File: config.mk
export PLATFORM = sky130hd
export DESIGN_NAME = wsig_compare
export DESIGN_NICKNAME = d
export VERILOG_FILES = /design/src/rtl/wsig_pkg.sv /design/src/rtl/wsig_slot_match.sv /design/src/rtl/wsig_weight_sum.sv /design/src/rtl/wsig_verdict.sv /design/src/rtl/wsig_compare.sv
export SDC_FILE = /design/constraint.sdc
export NUM_CORES = 1
export LEC_CHECK = 0
export BUFFER_PORTS_ARGS = -buffer_cell sky130_fd_sc_hd__buf_2
export CAP_MARGIN = 5
export CORE_MARGIN = 10
export CORE_UTILIZATION = 45
export DETAILED_ROUTE_END_ITERATION = 6
export PLACE_DENSITY = 0.76
export SYNTH_ARGS = -nofsm -noshare
export SYNTH_HDL_FRONTEND = slang
export SYNTH_SLANG_ARGS = --single-unit
File: constraint.sdc
create_clock -name clk -period 25.1 [get_ports clk]
set_clock_uncertainty 0.15 [all_clocks]
set_input_delay 7.53 -clock clk [delete_from_list [all_inputs] [get_ports clk]]
set_output_delay 7.53 -clock clk [all_outputs]
set_load 0.01 [all_outputs]
File: src/rtl/wsig_pkg.sv
package wsig_pkg;

  // Triangular number: the largest possible weighted sum for a history of n slots.
  function automatic int tri_total(input int n);
    return (n * (n + 1)) / 2;
  endfunction

  // 90 percent threshold rendered as 20*S >= 9*n*(n+1), with no division.
  function automatic int close_bound(input int n);
    return 9 * n * (n + 1);
  endfunction

endpackage

File: src/rtl/wsig_slot_match.sv
module wsig_slot_match #(
  parameter int DEPTH  = 32,
  parameter int CODE_W = 3
) (
  input  logic [DEPTH*CODE_W-1:0] hist_a,
  input  logic [DEPTH*CODE_W-1:0] hist_b,
  output logic [DEPTH-1:0]        slot_eq
);

  // One comparator per history slot; bit j corresponds to position j+1.
  for (genvar j = 0; j < DEPTH; j++) begin : g_slot
    assign slot_eq[j] = (hist_a[j*CODE_W +: CODE_W] == hist_b[j*CODE_W +: CODE_W]);
  end

endmodule

File: src/rtl/wsig_weight_sum.sv
module wsig_weight_sum #(
  parameter int DEPTH = 32,
  parameter int SUM_W = 10
) (
  input  logic [DEPTH-1:0] slot_eq,
  output logic [SUM_W-1:0] wsum
);

  // Each matching slot adds its one-based position.
  always_comb begin
    wsum = '0;
    for (int j = 0; j < DEPTH; j++) begin
      if (slot_eq[j]) wsum = wsum + SUM_W'(j + 1);
    end
  end

endmodule

File: src/rtl/wsig_verdict.sv
module wsig_verdict
  import wsig_pkg::*;
#(
  parameter int DEPTH = 32,
  parameter int SUM_W = 10
) (
  input  logic             clk,
  input  logic             rst,
  input  logic             start,
  input  logic [SUM_W-1:0] wsum,
  input  logic             anchor_ok,
  output logic             res_valid,
  output logic [SUM_W-1:0] res_score,
  output logic             res_same,
  output logic             res_close
);

  localparam int CMP_W = SUM_W + 5;
  localparam logic [SUM_W-1:0] FULL  = SUM_W'(tri_total(DEPTH));
  localparam logic [CMP_W-1:0] BOUND = CMP_W'(close_bound(DEPTH));

  logic [CMP_W-1:0] scaled;
  logic             same_c;
  logic             close_c;

  assign scaled  = CMP_W'(wsum) * CMP_W'(20);
  assign same_c  = anchor_ok && (wsum == FULL);
  assign close_c = anchor_ok && (scaled >= BOUND);

  always_ff @(posedge clk) begin
    if (rst) begin
      res_valid <= 1'b0;
      res_score <= '0;
      res_same  <= 1'b0;
      res_close <= 1'b0;
    end else begin
      res_valid <= start;
      if (start) begin
        res_score <= wsum;
        res_same  <= same_c;
        res_close <= close_c;
      end
    end
  end

  a_r1_valid_follows_start: assert property (@(posedge clk) disable iff (rst)
    start |=> res_valid);

  a_r1_valid_needs_start: assert property (@(posedge clk) disable iff (rst)
    !start |=> !res_valid);

  a_r2_score_in_range: assert property (@(posedge clk) disable iff (rst)
    res_score <= FULL);

  a_r3_same_implies_close: assert property (@(posedge clk) disable iff (rst)
    res_same |-> res_close);

  a_r8_hold_between: assert property (@(posedge clk) disable iff (rst)
    !start |=> ($stable(res_score) && $stable(res_same) && $stable(res_close)));

endmodule

File: src/rtl/wsig_compare.sv
module wsig_compare
  import wsig_pkg::*;
#(
  parameter int DEPTH  = 32,
  parameter int CODE_W = 3,
  parameter int PC_W   = 32,
  parameter int SUM_W  = $clog2(tri_total(DEPTH) + 1)
) (
  input  logic                    clk,
  input  logic                    rst,
  input  logic                    start,
  input  logic [DEPTH*CODE_W-1:0] hist_a,
  input  logic [DEPTH*CODE_W-1:0] hist_b,
  input  logic                    anchor_en,
  input  logic [PC_W-1:0]         anchor_a,
  input  logic [PC_W-1:0]         anchor_b,
  output logic                    res_valid,
  output logic [SUM_W-1:0]        res_score,
  output logic                    res_same,
  output logic                    res_close
);

  logic [DEPTH-1:0] slot_eq;
  logic [SUM_W-1:0] wsum;
  logic             anchor_ok;

  assign anchor_ok = !anchor_en || (anchor_a == anchor_b);

  wsig_slot_match #(.DEPTH(DEPTH), .CODE_W(CODE_W)) u_match (
    .hist_a  (hist_a),
    .hist_b  (hist_b),
    .slot_eq (slot_eq)
  );

  wsig_weight_sum #(.DEPTH(DEPTH), .SUM_W(SUM_W)) u_sum (
    .slot_eq (slot_eq),
    .wsum    (wsum)
  );

  wsig_verdict #(.DEPTH(DEPTH), .SUM_W(SUM_W)) u_verdict (
    .clk       (clk),
    .rst       (rst),
    .start     (start),
    .wsum      (wsum),
    .anchor_ok (anchor_ok),
    .res_valid (res_valid),
    .res_score (res_score),
    .res_same  (res_same),
    .res_close (res_close)
  );

  a_r5_anchor_clash_blocks: assert property (@(posedge clk) disable iff (rst)
    (start && anchor_en && (anchor_a != anchor_b)) |=> (!res_same && !res_close));

  a_r3_same_means_all_equal: assert property (@(posedge clk) disable iff (rst)
    (start && (hist_a != hist_b)) |=> !res_same);

endmodule

==> flow_metrics.py, run 1 <==
metrics = {
    "setup_path": {
        "reg2reg_slack_ns": 24.21,
        "critPathRequiredTime_ns": 25.13,
        "crit_arrival_ns": 23.98,
        "crit_top_cell": "ha_1",
        "r2r_end": "u_verdict.res_close$_SDFFE_PP0P_",
        "rr_worst_depth": 2,
        "crit_path_max_fanout": 7,
        "reg2reg_from": "u_verdict.res_close$_SDFFE_PP0P_",
        "crit_slowest_cell": "or4b_1",
        "startpoint_type": "primary input",
        "critPathKind": "primary input to flop",
        "cp_slowest_stage_delay_ns": 0.64,
        "endpoint_kind": "flop",
    },
    "layout": {
        "nets": 1914,
        "area_growth_pct": 17.9,
        "fill_cells": 2066,
        "diodes": 0,
        "drive_above_1_share_pct": 23.3,
        "final_area_um2": 11600,
    },
    "clock_network": {
        "postCtsHoldBufs": 0,
        "cts_sinks": 13,
        "cts_buffers": 3,
        "clock_latency_ns": 0.24,
        "cts_buffer_depth": 2,
        "cts_tree": "built",
        "root_buffer": "clkbuf_16",
        "path_clk_slew_ns": 0.04,
        "cts_max_level": 1,
    },
    "sta": {
        "fmax_mhz": 41.8,
        "timing.final.crit_period_ns": 23.95,
        "fin_crit_sh_pct": 95.4,
        "hold_viol": 0,
        "slew_headroom_pct": 34.2,
        "worst_pin_slew_ns": 0.980,
        "slew_viol_final": 0,
        "setup-violations-final": 0,
        "setup_tns_ns": 0,
        "holdWs_ns": 0.338,
    },
    "floorplanning": {
        "start_util_pct": 46.2,
        "fp-row-count": 53,
        "num_io_pins": 273,
        "die_area_um2": 28100,
        "dieHeight_um": 168,
        "die_x_um": 168,
        "core-area_um2": 21200,
    },
    "hold_path": {
        "whs_path_depth": 2,
        "hp-start": "u_verdict.res_score[0]$_SDFFE_PP0P_",
        "hp-class": "flop to flop",
        "min_to": "u_verdict.res_score[0]$_SDFFE_PP0P_",
    },
    "synthesis": {
        "yosys_warnings": 0,
        "ys_ff_latch": 13,
        "synthDominantCellAreaShare_pct": 13.9,
        "synth_area_leaders": "xnor2_1, xor2_1, ha_1, nor2_1, nand2_1",
        "syn-cell-area_um2": 9800,
        "yosysMostFrequentCell": "xnor2_1",
        "synth_edf_count": 0,
        "synth_top_cell_by_area": "xnor2_1",
        "avgSynthCellArea_um2": 7.21,
        "ys_seq_area_share_pct": 2.66,
        "synth_flop_cell": "dfxtp_1",
        "synth_cells": 1360,
        "synthTopCellsByCount": "xnor2_1, nor2_1, nand2_1",
        "ys_types": 111,
        "synthArstFlopShare_pct": 0,
        "syn_nets": 1667,
    },
    "grt": {
        "grt_max_degree": 17,
        "grt_pass1_vias": 10100,
        "grtUsageTotal_pct": 18.7,
        "grt_pass1_wl_um": 47200,
        "antenna_found_initial": 0,
        "overflow": 0,
    },
    "routing": {
        "drc": 0,
        "ant_nets": 0,
        "firstDrtPassIters": 6,
        "vias": 10900,
        "finalWirelength_um": 29300,
        "wl_per_cell_um": 15.6,
        "vias_per_cell": 5.78,
        "drt_iter0_markers": 822,
    },
    "place": {
        "post_dp_cell_area_um2": 11400,
        "dp_hpwl_um": 24700,
        "portBuffers": 272,
        "place.gp.congestion": 0.931,
    },
    "flow_run": {
        "drv_cap": 0,
    },
    "power_and_ir_drop": {
        "p_leak_nw": 4.95,
        "p_per_area_nw_per_um2": 156,
        "total_power_mw": 1.80,
        "ir_worst_vdd_v": 0.000156,
    },
    "outcome": {
        "outcome": "complete, no violations",
    },
}
-- cells in the final DEF, fill, tap and decap left out, drive strengths merged, types with 30 or more instances in the layout --
cell type,Yosys,routed
a21oi,77,77
nand3,67,67
inv,35,35
nand2,135,135
nor3,46,46
xor2,111,111
buf,8,278
o21ai,58,58
and3,30,30
nor2,138,138
ha,46,46
mux2i,36,36
xnor2,169,169
-- metal layers --
layer / part of all wire, % / GRT usage (%)
met4: 1.3 / 3.44
met5: 0 / 0
met3: 5.8 / 2.18
met1: 43 / 23.5
met2: 50 / 33.5
-- sequential cells by signal, summed over array words and instances, names as in the netlist --
register / count
u_verdict.res_close: 1
u_verdict.res_same: 1
u_verdict.res_score: 10
u_verdict.res_valid: 1
-- timing repair --
item	in CTS	in global routing
setup buffers	0	3
endpoints found under the setup margin	0	1
resized for setup	0	16
-- layout make-up --
type / count / area [µm²] / area share, %
clock buffer: 4 / 78.8 / 0.682
inverter: 35 / 131 / 1.14
multi-input combinational: 1276 / 9340 / 80.8
sequential: 13 / 260 / 2.25
tap: 275 / 344 / 2.98
timing repair buffer: 278 / 1410 / 12.2
-- critical path: cells and delay by family --
family	cells	cell delay [ns]
and+or+nand+nor	26	5.38
adders and majority gates	13	3.88
buffers and inverters	5	0.40
AOI/OAI and AO/OA	20	3.84
muxes	3	0.77
xor gates and xnor gates	9	2.14
-- power breakdown --
part / switching (mW) / total [mW] / leakage (nW) / internal (mW)
clock: 0.00808 / 0.0294 / 0.0382 / 0.0214
sequential: 0.00218 / 0.0277 / 0.106 / 0.0256
combinational: 1.01 / 1.74 / 4.80 / 0.727
total: 1.02 / 1.80 / 4.95 / 0.774
-- worst max-delay path by stage --
stage          slack [ns]                               end  depth (start not counted)  startpoint
2_1_floorplan        2.10  u_verdict.res_close$_SDFFE_PP0P_                         78   hist_b[7]
3_3_place_gp         0.77  u_verdict.res_close$_SDFFE_PP0P_                         77   hist_b[7]
3_5_place_dp         0.15  u_verdict.res_close$_SDFFE_PP0P_                         77   hist_b[7]
4_1_cts              0.31  u_verdict.res_close$_SDFFE_PP0P_                         77   hist_b[7]
5_1_grt             -0.04  u_verdict.res_close$_SDFFE_PP0P_                         77   hist_b[7]
6_report             1.15  u_verdict.res_close$_SDFFE_PP0P_                         76   hist_b[3]
-- cell families (layout without fill, tap and decap cells) --
kind of cell	after synthesis	after routing	share of synthesized area, %
and+or+nand+nor	560	560	28.9
AOI/OAI and AO/OA	328	328	24.6
xor gates and xnor gates	290	290	29.2
buffers and inverters	71	317	3.01
adders and majority gates	50	50	6.38
muxes	48	48	5.21
DFF	13	13	2.66
-- stage by stage --
| stage | utilization, % | cells | setup WS (ns) |
|---|---|---|---|
| final | 54.5 | 1881 | 1.15 |
| after global routing | 54.5 | 1881 | -0.0358 |
| after global placement | 53.6 | 1874 | 0.769 |
| after floorplan | - | 1360 | 2.10 |
| after detailed placement | 53.6 | 1874 | 0.147 |
| after CTS | 53.9 | 1878 | 0.308 |
Note: power is estimated with default switching activity, not from simulation.
==> inputs of run 2 (changes only) <==
ABC_CLOCK_PERIOD_IN_PS = 25100   (was default)
CELL_PAD_IN_SITES_DETAIL_PLACEMENT = 1   (was default)
CELL_PAD_IN_SITES_GLOBAL_PLACEMENT = 1   (was default)
CORE_MARGIN = default   (was 10)
CORE_UTILIZATION = 39   (was 45)
PLACE_DENSITY = 0.9   (was 0.76)
==> run 2 against run 1 <==
  * Cell area rose by 1.4%
  * Fmax fell by 1.9%
  * Via count rose by 3.6%
  * Clock-buffer cell count did not move
  * Combinational power rose by 8%
  * Die area fell by 8.2%
==> flow_metrics.py, run 2 (synthesized netlist as in run 1, its figures left out) <==
metrics = {
    "outcome": {
        "outcome": "complete, no violations",
    },
    "setup_path": {
        "critPathRequiredTime_ns": 25.14,
        "crit_path_max_fanout": 11,
        "crit_top_cell": "ha_1",
        "rr_worst_depth": 2,
        "r2r_end": "u_verdict.res_score[5]$_SDFFE_PP0P_",
        "reg2reg_from": "u_verdict.res_score[5]$_SDFFE_PP0P_",
        "crit_arrival_ns": 24.45,
        "critPathKind": "primary input to flop",
        "startpoint_type": "primary input",
        "cp_slowest_stage_delay_ns": 0.57,
        "endpoint_kind": "flop",
        "reg2reg_slack_ns": 24.18,
        "setup.worst_path.start": "hist_b[5]",
        "crit_slowest_cell": "or4_4",
    },
    "grt": {
        "grt_pass1_wl_um": 53200,
        "grtUsageTotal_pct": 24.0,
        "antenna_found_initial": 0,
        "grt_max_degree": 17,
        "overflow": 0,
        "grt_pass1_vias": 11500,
    },
    "power_and_ir_drop": {
        "clkPwrFrac_pct": 1.5,
        "internal-power_mw": 0.804,
        "swShare_pct": 58.6,
        "seqPwrFrac_pct": 1.5,
        "p_per_area_nw_per_um2": 166,
        "p_leak_nw": 4.99,
        "combPwrFrac_pct": 97.0,
        "power_switching_mw": 1.14,
        "ir_worst_vdd_v": 0.000144,
    },
    "routing": {
        "vias": 11300,
        "wl_per_cell_um": 17.2,
        "finalWirelength_um": 33300,
        "vias_per_cell": 5.82,
        "drc": 0,
        "drt_iter0_markers": 432,
        "ant_nets": 0,
        "firstDrtPassIters": 5,
    },
    "layout": {
        "final_area_um2": 11700,
        "layout_common_cells": "buf_2, xnor2_1, nor2_1",
        "diodes": 0,
        "top_register": "u_verdict.res_score",
        "fill_cells": 3208,
        "largest_register_ffs": 10,
        "mostFrequentLayoutCell": "buf_2",
        "area_growth_pct": 19.5,
        "utilization_pct": 47.9,
        "nets": 1919,
        "drive_above_1_share_pct": 24.1,
    },
    "clock_network": {
        "path_clk_slew_ns": 0.04,
        "root_buffer": "clkbuf_16",
        "cts_buffer_depth": 2,
        "postCtsHoldBufs": 0,
        "cts_buffers": 3,
        "cts_max_level": 1,
        "clock_latency_ns": 0.24,
        "cts_sinks": 13,
        "cts_tree": "built",
    },
    "place": {
        "dp_hpwl_um": 27600,
        "post_dp_cell_area_um2": 11400,
        "dp_slack_ns": -0.402,
        "portBuffers": 272,
        "place.gp.congestion": 0.904,
    },
    "sta": {
        "slew_viol_final": 0,
        "fin_crit_sh_pct": 97.3,
        "fmax_mhz": 41.0,
        "hold_viol": 0,
        "setup_ws_ns": 0.688,
        "timing.final.crit_period_ns": 24.41,
        "slew_headroom_pct": 28.5,
        "setup-violations-final": 0,
        "worst_pin_slew_ns": 1.06,
    },
    "floorplanning": {
        "num_io_pins": 273,
        "die_area_um2": 25800,
        "die_x_um": 161,
        "fp-row-count": 57,
        "dieHeight_um": 161,
        "core-area_um2": 24500,
        "start_util_pct": 40.1,
    },
    "hold_path": {
        "whs_path_depth": 2,
        "hp-class": "flop to flop",
        "hp-start": "u_verdict.res_score[9]$_SDFFE_PP0P_",
        "min_to": "u_verdict.res_score[9]$_SDFFE_PP0P_",
    },
    "flow_run": {
        "drv_cap": 0,
    },
}
## run 2: changes by cell type in the layout (fill, tap and decap cells not counted), sizes merged
cell,previous run,this run
buf,278,283
## run 2: worst max-delay path: cells and delay by family
kind	cells	cell delay, ns
multiplexers	2	0.43
adder cells (fa/ha/maj)	13	3.97
buffers and inverters	6	0.53
AO/OA/AOI/OAI	20	4.00
AND/OR/NAND/NOR	23	4.84
XOR/XNOR	12	3.10
## run 2: area by class of cell
class                   count  area, µm²  share of cell area, %
well taps                 324        405                   3.46
inverters                  35        131                   1.12
flip-flops and latches     13        260                   2.22
repair buffers            283       1440                   12.3
multi-input cells        1276       9390                   80.2
clock buffers               4       78.8                  0.673
## run 2: power groups by stage
stage / sequential [mW] / combinational [mW] / clock [mW]
2_1_floorplan: 0.0299 / 1.40 / 0
3_3_place_gp: 0.0282 / 1.66 / 0
3_5_place_dp: 0.0286 / 1.77 / 0
4_1_cts: 0.0285 / 1.79 / 0.0304
5_1_grt: 0.0288 / 2.05 / 0.0312
6_report: 0.0285 / 1.88 / 0.0300
## run 2: how the worst max path moves through the flow
stage	endpoint	slack, ns	cells past startpoint
after floorplan	u_verdict.res_close$_SDFFE_PP0P_	2.10	78
after global placement	u_verdict.res_close$_SDFFE_PP0P_	0.66	77
after detailed placement	u_verdict.res_close$_SDFFE_PP0P_	-0.40	78
after CTS	u_verdict.res_close$_SDFFE_PP0P_	0.08	78
after global routing	u_verdict.res_close$_SDFFE_PP0P_	-0.27	76
final	u_verdict.res_close$_SDFFE_PP0P_	0.69	76
## run 2: routing by layer
layer  vias to the layer above  track usage [%]  share of wire [%]
met4                         0             5.24                1.9
met3                        50             1.99                4.3
met1                      5439             28.7                 42
li1                       5489                -                  -
met5                         -                0                  0
met2                       291             46.0                 52
## run 2: timing repair
item	CTS	global route
endpoints found under the hold margin	0	0
resized for setup	3	23
endpoints found under the setup margin	1	1
pin swaps	0	7
setup buffers	0	8
## run 2: through the flow
step / hold slack, ns / TNS, ns / std cells / total power [mW]
floorplan: 0.350 / 0 / 1360 / 1.43
global placement: 0.319 / 0 / 1923 / 1.69
detailed placement: 0.335 / -0.402 / 1923 / 1.80
CTS: 0.363 / 0 / 1927 / 1.85
global route: 0.402 / -0.273 / 1935 / 2.11
finish: 0.370 / 0 / 1935 / 1.94
==> inputs of run 3 (changes only) <==
CORE_UTILIZATION = 40   (was 39)
PLACE_DENSITY = 0.91   (was 0.9)
SYNTH_HIERARCHICAL = 1   (was default)
==> run 3 against run 2 <==
  * Cell area is 0.20% higher
  * Wire length is 5.3% lower
  * Non-clock buffer count is 4 lower
  * Highest routed layer unchanged
  * Global-route usage is 0.25 points lower
  * Critical path depth is 2 higher
  * Die area is 2.0% lower
  * Synthesized area is 0.51% higher
  * Via count is 3.8% lower
  * Flip-flop and latch count stayed put
==> flow_metrics.py, run 3 <==
metrics = {
    "outcome": {
        "outcome": "complete, no violations",
    },
    "setup_path": {
        "crit_path_max_fanout": 6,
        "crit_arrival_ns": 23.92,
        "cp_slowest_stage_delay_ns": 0.41,
        "crit_slowest_cell": "xnor2_1",
        "startpoint_type": "primary input",
        "crit_top_cell": "ha_1",
        "critPathRequiredTime_ns": 25.08,
        "endpoint_kind": "flop",
        "critPathKind": "primary input to flop",
    },
    "synthesis": {
        "avgSynthCellArea_um2": 7.42,
        "ys_ff_latch": 13,
        "ys_seq_area_share_pct": 2.64,
        "synthDominantCellAreaShare_pct": 15.4,
        "syn_nets": 1636,
        "synth_area_leaders": "xor2_1, xnor2_1, ha_1, nand2_1, mux2i_1",
        "synth_flop_cell": "dfxtp_1",
        "yosysMostFrequentCell": "xor2_1",
        "synthTopCellsByCount": "xor2_1, nand2_1, xnor2_1",
        "synth_edf_count": 0,
        "synthArstFlopShare_pct": 0,
        "syn-cell-area_um2": 9850,
        "yosys_warnings": 6,
        "synth_top_cell_by_area": "xor2_1",
        "ys_types": 111,
        "synth_cells": 1328,
    },
    "floorplanning": {
        "dieHeight_um": 159,
        "die_x_um": 159,
        "die_area_um2": 25300,
        "start_util_pct": 40.6,
        "num_io_pins": 273,
        "core-area_um2": 24200,
        "fp-row-count": 57,
    },
    "layout": {
        "mostFrequentLayoutCell": "buf_2",
        "area_growth_pct": 19.2,
        "top_register": "u_verdict/res_score",
        "diodes": 0,
        "instances_no_fill": 1888,
        "largest_register_ffs": 10,
        "fill_cells": 3133,
        "final_area_um2": 11700,
        "layout_common_cells": "buf_2, xor2_1, nand2_1",
        "nets": 1873,
        "drive_above_1_share_pct": 26.0,
        "utilization_pct": 48.4,
    },
    "sta": {
        "setup-violations-final": 0,
        "slew_headroom_pct": 24.6,
        "holdWs_ns": 0.348,
        "fmax_mhz": 41.8,
        "worst_pin_slew_ns": 1.12,
        "slew_viol_final": 0,
        "hold_viol": 0,
        "timing.final.crit_period_ns": 23.93,
        "fin_crit_sh_pct": 95.3,
    },
    "place": {
        "dp_hpwl_um": 26400,
        "place_inst": 1882,
        "portBuffers": 272,
        "place.gp.congestion": 0.872,
        "post_dp_cell_area_um2": 11500,
    },
    "clock_network": {
        "cts_buffer_depth": 2,
        "path_clk_slew_ns": 0.05,
        "clock_latency_ns": 0.24,
        "cts_max_level": 1,
        "cts_sinks": 13,
        "root_buffer": "clkbuf_16",
        "cts_buffers": 3,
        "cts_tree": "built",
    },
    "routing": {
        "firstDrtPassIters": 4,
        "ant_nets": 0,
        "finalWirelength_um": 31600,
        "drt_iter0_markers": 414,
        "wl_per_cell_um": 16.7,
        "drc": 0,
        "vias": 10800,
        "vias_per_cell": 5.74,
    },
    "grt": {
        "grt_max_degree": 22,
        "grt_pass1_vias": 11200,
        "antenna_found_initial": 0,
        "overflow": 0,
        "grtUsageTotal_pct": 23.8,
        "grt_pass1_wl_um": 52200,
    },
    "hold_path": {
        "hp-class": "flop to flop",
    },
    "flow_run": {
        "drv_cap": 0,
    },
}
-- run 3: cell types whose count changed after synthesis, sizes merged, moves of 13 or more --
cell | previous run | this run
xnor2 | 169 | 113
nand3 | 67 | 54
and3 | 30 | 14
xor2 | 111 | 174
nor2 | 138 | 101
nor3 | 46 | 64
a21oi | 77 | 52
-- run 3: final cells by class --
cell class	instances	area [µm²]	share of cell area, %
multi-input combinational	1225	9420	80.2
timing repair buffer	279	1410	12.0
tap	324	405	3.45
sequential	13	260	2.22
inverter	43	161	1.38
clock buffer	4	78.8	0.672
-- run 3: path summary, 6_finish.rpt --
kind / end / slack [ns] / cells after the start / from
max: u_verdict/res_close$_SDFFE_PP0P_ / 1.17 / 78 / hist_b[0]
min: u_verdict/res_same$_SDFFE_PP0P_ / 0.35 / 2 / u_verdict/res_same$_SDFFE_PP0P_
max reg2reg: u_verdict/res_close$_SDFFE_PP0P_ / 24.26 / 3 / u_verdict/res_close$_SDFFE_PP0P_
min reg2reg: u_verdict/res_same$_SDFFE_PP0P_ / 0.35 / 2 / u_verdict/res_same$_SDFFE_PP0P_
-- run 3: routing by layer --
layer	vias up	share of wire, %	track usage, %
met5	-	0	0
met4	0	1.6	5.07
met3	44	3.9	2.03
met2	271	51	45.2
met1	5230	43	28.8
li1	5294	-	-
-- run 3: critical path: cells and delay by family --
family	cells	cell delay [ns]
adder cells (fa/ha/maj)	17	5.25
AO/OA/AOI/OAI	19	3.65
XOR/XNOR	14	3.21
AND/OR/NAND/NOR	20	2.64
multiplexers	6	1.36
buffers and inverters	2	0.19
-- run 3: logic make-up after synthesis --
kind of cell / after synthesis / share of synthesized area, %
XOR/XNOR: 304 / 30.1
AND/OR/NAND/NOR: 533 / 29.9
buffers and inverters: 90 / 3.62
adder cells (fa/ha/maj): 50 / 6.39
multiplexers: 49 / 5.18
flip-flops: 13 / 2.64
AO/OA/AOI/OAI: 289 / 22.2
-- run 3: what timing repair did --
| action | 4_1_cts | 5_1_grt |
|---|---|---|
| buffers inserted | 0 | 2 |
| gates resized for setup | 0 | 31 |
| hold buffers | 0 | 0 |
| endpoints found under the setup margin | 0 | 1 |
-- run 3: stage by stage --
step	setup TNS, ns	setup WS, ns
after detailed placement	0	0.659
final	0	1.17
after CTS	0	0.866
after floorplan	0	3.11
after global placement	0	1.77
after global routing	-0.0315	-0.0315
Power of run 3 is not shown: default switching activity piles up to over one toggle a cycle in this logic, so the estimate is an artifact.
